**config.mk**
```make
export PLATFORM = sky130hd
export DESIGN_NAME = stat_poll_match
export DESIGN_NICKNAME = d
export VERILOG_FILES = /design/src/rtl/stat_poll_pkg.sv /design/src/rtl/stat_poll_cmp.sv /design/src/rtl/stat_poll_fsm.sv /design/src/rtl/stat_poll_match.sv
export SDC_FILE = /design/constraint.sdc
export NUM_CORES = 1
export LEC_CHECK = 0
export ABC_AREA = 1
export BUFFER_PORTS_ARGS = -buffer_cell sky130_fd_sc_hd__buf_4
export CORE_MARGIN = 5
export CORE_UTILIZATION = 30
export CTS_BUF_LIST = sky130_fd_sc_hd__clkbuf_8 sky130_fd_sc_hd__clkbuf_16
export DETAILED_ROUTE_END_ITERATION = 8
export PLACE_DENSITY = 0.59
export SKIP_CTS_REPAIR_TIMING = 1
export SYNTH_ARGS = -nofsm -noshare
export SYNTH_HDL_FRONTEND = slang
export SYNTH_SLANG_ARGS = --single-unit
```
**constraint.sdc**
```tcl
create_clock -name clk -period 1.9 [get_ports clk]
set_clock_uncertainty 0.05 [all_clocks]
set_input_delay 0.19 -clock clk [delete_from_list [all_inputs] [get_ports clk]]
set_output_delay 0.19 -clock clk [all_outputs]
set_load 0.01 [all_outputs]
```
**src/rtl/stat_poll_pkg.sv**
```systemverilog
`timescale 1ns/1ps
package stat_poll_pkg;
  typedef enum logic [1:0] {
    PS_IDLE = 2'd0,
    PS_REQ  = 2'd1,
    PS_RESP = 2'd2,
    PS_WAIT = 2'd3
  } poll_st_e;
endpackage

```
**src/rtl/stat_poll_cmp.sv**
```systemverilog
`timescale 1ns/1ps
module stat_poll_cmp #(
  parameter int DW = 8
) (
  input  logic [DW-1:0] rx,
  input  logic [DW-1:0] mask,
  input  logic [DW-1:0] ref_v,
  input  logic          any_mode,
  output logic          hit
);
  logic [DW-1:0] same;

  // per-bit equality, one comparator per status bit
  for (genvar i = 0; i < DW; i++) begin : g_bit
    assign same[i] = ~(rx[i] ^ ref_v[i]);
  end

  logic all_ok, any_ok, mask_nz;
  assign all_ok  = &(same | ~mask);
  assign any_ok  = |(same & mask);
  assign mask_nz = |mask;

  always_comb begin
    if (any_mode) hit = any_ok;
    else          hit = all_ok & mask_nz;
  end
endmodule

```
**src/rtl/stat_poll_fsm.sv**
```systemverilog
`timescale 1ns/1ps
module stat_poll_fsm
  import stat_poll_pkg::*;
#(
  parameter int IW = 8
) (
  input  logic          clk,
  input  logic          rst_n,
  input  logic          start,
  input  logic          halt,
  input  logic          rsp_vld,
  input  logic          hit,
  input  logic          stop_on_hit,
  input  logic [IW-1:0] gap,
  output logic          poll_req,
  output logic          busy,
  output logic          accept
);
  poll_st_e      st_q, st_d;
  logic [IW-1:0] cnt_q, cnt_d;
  logic          cnt_we;

  assign accept   = (st_q == PS_RESP) & rsp_vld & ~halt;
  assign busy     = (st_q != PS_IDLE);
  assign poll_req = (st_q == PS_REQ);

  always_comb begin
    st_d   = st_q;
    cnt_d  = cnt_q;
    cnt_we = 1'b0;
    if (halt) begin
      st_d = PS_IDLE;
    end else begin
      unique case (st_q)
        PS_IDLE: if (start) st_d = PS_REQ;
        PS_REQ:  st_d = PS_RESP;
        PS_RESP: begin
          if (rsp_vld) begin
            if (hit && stop_on_hit) begin
              st_d = PS_IDLE;
            end else if (gap == '0) begin
              st_d = PS_REQ;
            end else begin
              st_d   = PS_WAIT;
              cnt_d  = gap - 1'b1;
              cnt_we = 1'b1;
            end
          end
        end
        PS_WAIT: begin
          if (cnt_q == '0) begin
            st_d = PS_REQ;
          end else begin
            cnt_d  = cnt_q - 1'b1;
            cnt_we = 1'b1;
          end
        end
        default: st_d = PS_IDLE;
      endcase
    end
  end

  always_ff @(posedge clk or negedge rst_n) begin
    if (!rst_n) st_q <= PS_IDLE;
    else        st_q <= st_d;
  end

  always_ff @(posedge clk or negedge rst_n) begin
    if (!rst_n)      cnt_q <= '0;
    else if (cnt_we) cnt_q <= cnt_d;
  end
endmodule

```
**src/rtl/stat_poll_match.sv**
```systemverilog
`timescale 1ns/1ps
module stat_poll_match #(
  parameter int DW = 8,
  parameter int IW = 8
) (
  input  logic          clk,
  input  logic          rst_n,
  input  logic          en,
  input  logic          abort,
  input  logic          sts_vld,
  input  logic [DW-1:0] sts_data,
  input  logic [DW-1:0] sts_mask,
  input  logic [DW-1:0] sts_match,
  input  logic          any_mode,
  input  logic          stop_on_match,
  input  logic          match_ie,
  input  logic          flag_clr,
  input  logic [IW-1:0] poll_gap,
  output logic          poll_req,
  output logic          match_flag,
  output logic          match_irq,
  output logic          busy
);
  localparam int SYNC_STAGES = 2;

  // reset: asserted asynchronously, released on a clock edge
  logic [SYNC_STAGES-1:0] rsync_q;
  logic                   rst_sn;
  always_ff @(posedge clk or negedge rst_n) begin
    if (!rst_n) rsync_q <= '0;
    else        rsync_q <= {rsync_q[SYNC_STAGES-2:0], 1'b1};
  end
  assign rst_sn = rsync_q[SYNC_STAGES-1];

  logic en_q;
  logic mode_q, stop_q, cfg_we;
  logic hit, accept, start, halt;
  logic flag_q, flag_d, flag_set;

  assign start  = en & ~en_q;
  assign halt   = abort | ~en;
  assign cfg_we = ~busy;

  always_ff @(posedge clk or negedge rst_sn) begin
    if (!rst_sn) en_q <= 1'b0;
    else         en_q <= en;
  end

  // session settings captured only while idle
  always_ff @(posedge clk or negedge rst_sn) begin
    if (!rst_sn) begin
      mode_q <= 1'b0;
      stop_q <= 1'b0;
    end else if (cfg_we) begin
      mode_q <= any_mode;
      stop_q <= stop_on_match;
    end
  end

  stat_poll_cmp #(.DW(DW)) u_cmp (
    .rx       (sts_data),
    .mask     (sts_mask),
    .ref_v    (sts_match),
    .any_mode (mode_q),
    .hit      (hit)
  );

  stat_poll_fsm #(.IW(IW)) u_fsm (
    .clk         (clk),
    .rst_n       (rst_sn),
    .start       (start),
    .halt        (halt),
    .rsp_vld     (sts_vld),
    .hit         (hit),
    .stop_on_hit (stop_q),
    .gap         (poll_gap),
    .poll_req    (poll_req),
    .busy        (busy),
    .accept      (accept)
  );

  // sticky flag: a new match outranks a clear in the same cycle
  assign flag_set = accept & hit;
  always_comb begin
    flag_d = flag_q;
    if (flag_clr) flag_d = 1'b0;
    if (flag_set) flag_d = 1'b1;
  end

  always_ff @(posedge clk or negedge rst_sn) begin
    if (!rst_sn) flag_q <= 1'b0;
    else         flag_q <= flag_d;
  end

  assign match_flag = flag_q;
  assign match_irq  = flag_q & match_ie;
endmodule

```
==> reports/summary.txt <==
Fill cell count - 489
Clock Sinks - 16
Clock Pin Slew Worst Setup and Hold Paths - 60 ps
Num CTS Buffers - 3
Most Crowded Layer GR - met2
Remaining DRCs - 0
Drt first pass iters - 4
Sequential area share after synthesis - 30.13%
Peak VDD IR - 0.2961 mV
Fin cells - 319
Die height - 76.55 um
Chip width - 76.55 um
Hold Path End - en_q$_DFF_PN0_
Iter 0 DRT Violations - 35
First-pass GRT wire length - 5.506 mm
Fin crit period - 1763 ps
Worst-Skew Late Latency - 240 ps
Clk network pwr share - 29.9%
Leak pwr - 1.009 nW
Power share of the combinational group - 25.5%
Psw - 0.2210 mW
Power Density - 456.5 nW/um2
Met3 Resource Use GR - 3.310%
Worst-Margin Slew - 603.2 ps
Placed insts - 315
RSZ-0062 raised after global routing - no
Post-synth top area cell - dfrtp_1
Most frequent cell on the critical path - inv_1
Crit path buf inv count - 2
Sw Ratio - 26.72%
Internal power - 0.6061 mW
Drt total wl - 3.133 mm
Synth Register Bits - 16
Setup Viol. Count Final - 0
Largest cells by area after synthesis - dfrtp_1, nand2_1, inv_1
CP max stage cell - dfrtp_1
Tot GR Track Use - 11.17%
Htree depth - 1
CTS Buffer Depth - 2
Starting Density - 30.73%
Inserted Diodes - 0
Status - completed
Vias in the first global route - 1288
CTS tree - built
I/O Buffers - 44
Ports - 45
Final worst slack - 137.2 ps
Fin. Hold Viols - 0
Fmax - 567.3 MHz
Met2 global-route usage - 17.72%
Crit start category - flop
Die ar. - 5860 um2
Critical Path RT - 1980 ps
Worst R2R End - u_fsm.cnt_q[6]$_DFFE_PN0P_
WP data arrival - 1850 ps
Max-slew violations - 0
Syn Area/Cell - 6.209 um2
Min-delay worst type - in -> reg
Syn nets - 260
Ys Warns - 0
Routed WL per cell - 9.821 um
Post-Syn Area - 1329 um2
Worst relative slew slack - 59.79%
Family with the most delay on the worst path - adder cells
GPL Wtd Cong - 0.7716
Part of the power in registers - 44.6%
Core footprint - 4324 um2
Dpl ws - 68.44 ps
R2R Setup Slk - 140 ps
Largest net degree at the start of global routing - 15
DR vias/cell - 4.288
Synth Instances - 214
Crit share post-route - 92.78%
Grt ovf - 0
Final setup TNS - 0 ps
DP Wirelength - 2.760 mm
Post-synth top area share - 30.13%
CP cell instances - ha_2 -> inv_1 -> nand2_1 -> o21ai_0 -> inv_1 -> ha_1 -> nand3_2 -> nor3_2 -> xnor2_1 -> o21ai_1
Netlist cell types - 22
Type of the worst setup path - reg -> reg
Reg-to-Reg Start - u_fsm.st_q[1]$_DFFE_PN0P_
Hold Crit Depth - 1
Met1 Use GR - 14.63%
Initial antenna violation count - 0
Area grow syn2layout - 36.35%
Vias - 1368
Worst Path Max Fanout - 8
Root Driver - clkbuf_8
Row count - 24
Final Net Count - 315
DRT antenna net count - 0
Worst Min Path Start - en
CP endpoint kind - flop
Worst R2R Path Depth - 10
Slowest cell delay on critical path - 390 ps
Maxcap violations - 0
Layout cells sized above 1 - 23.60%
[layout by cell type (no fill, tap or decap), drive strengths merged]
cell / Yosys / routed
ha: 5 / 5
xnor2: 3 / 3
nor3: 1 / 1
dfrtp: 16 / 16
nand3: 17 / 17
dlygate4sd3: 0 / 1
buf: 2 / 51
a21oi: 1 / 1
nand4: 3 / 3
conb: 1 / 1
nor3b: 1 / 1
clkbuf: 0 / 3
or2: 1 / 1
inv: 42 / 42
xor2: 3 / 3
o211ai: 2 / 2
o21ai: 18 / 18
nand2: 81 / 81
nor2: 17 / 17
[state kept, by name (all words and copies together), names as in the netlist]
register     cells
mode_q           1
match_flag       1
u_fsm.st_q       2
u_fsm.cnt_q      8
stop_q           1
en_q             1
rsync_q          2
[Yosys cell counts (all sizes together)]
cell,instances
conb,1
xor2,3
buf,2
nor3,1
xnor2,3
inv,42
nor3b,1
ha,5
nor2,17
o211ai,2
a21oi,1
dfrtp,16
or2,1
o21ai,18
nand4,3
nand2,81
nand3,17
[per-stage QoR]
stage	total power, mW	utilization (%)	hold WS [ps]	instance area, um2
global route	0.8923	41.90	3.180	1812
CTS	0.8401	41.52	-342.4	1795
global placement	0.5835	40.57	-76.31	1754
floorplan	0.4780	-	-155.6	1329
detailed placement	0.5867	40.57	-76.08	1754
finish	0.8271	41.90	8.345	1812
[kinds of logic after synthesis]
| family | count (synthesis) | share of synthesized area, % |
|---|---|---|
| and+or+nand+nor | 121 | 38.80 |
| buffers and inverters | 44 | 13.56 |
| AOI/OAI and AO/OA | 21 | 8.568 |
| DFF | 16 | 30.13 |
| xor gates and xnor gates | 6 | 3.956 |
| adders and majority gates | 5 | 4.708 |
| other | 1 | 0.2822 |
[worst max path at each step]
stage	from	endpoint	slack (ps)	cells after the start
2_1_floorplan	u_fsm.st_q[0]$_DFFE_PN0P_	u_fsm.cnt_q[6]$_DFFE_PN0P_	60	7
3_3_place_gp	u_fsm.st_q[0]$_DFFE_PN0P_	u_fsm.cnt_q[7]$_DFFE_PN0P_	100	8
3_5_place_dp	u_fsm.st_q[1]$_DFFE_PN0P_	u_fsm.cnt_q[6]$_DFFE_PN0P_	70	10
4_1_cts	u_fsm.st_q[0]$_DFFE_PN0P_	u_fsm.cnt_q[7]$_DFFE_PN0P_	70	8
5_1_grt	u_fsm.st_q[0]$_DFFE_PN0P_	u_fsm.cnt_q[7]$_DFFE_PN0P_	20	10
6_report	u_fsm.st_q[1]$_DFFE_PN0P_	u_fsm.cnt_q[6]$_DFFE_PN0P_	140	10
[routing by layer]
metal	share of wire (%)	up-vias
li1	-	757
met2	44	31
met4	0.93	0
met5	0	-
met3	6.8	4
met1	48	576
[power by group through the flow]
stage	clock network, mW	registers [mW]	logic [mW]
floorplan	0	0.371	0.107
global placement	0	0.375	0.208
detailed placement	0	0.376	0.211
CTS	0.259	0.370	0.211
global route	0.276	0.372	0.244
finish	0.247	0.369	0.211
[area by class of cell]
| class | count | area (um2) | share of cell area, % |
|---|---|---|---|
| multi-input cells | 154 | 754.5 | 41.64 |
| clock buffers | 3 | 41.29 | 2.279 |
| repair buffers | 52 | 392.9 | 21.69 |
| well taps | 52 | 65.06 | 3.591 |
| flip-flops and latches | 16 | 400.4 | 22.10 |
| inverters | 42 | 157.7 | 8.702 |
Note: power is estimated with default switching activity, not from simulation.
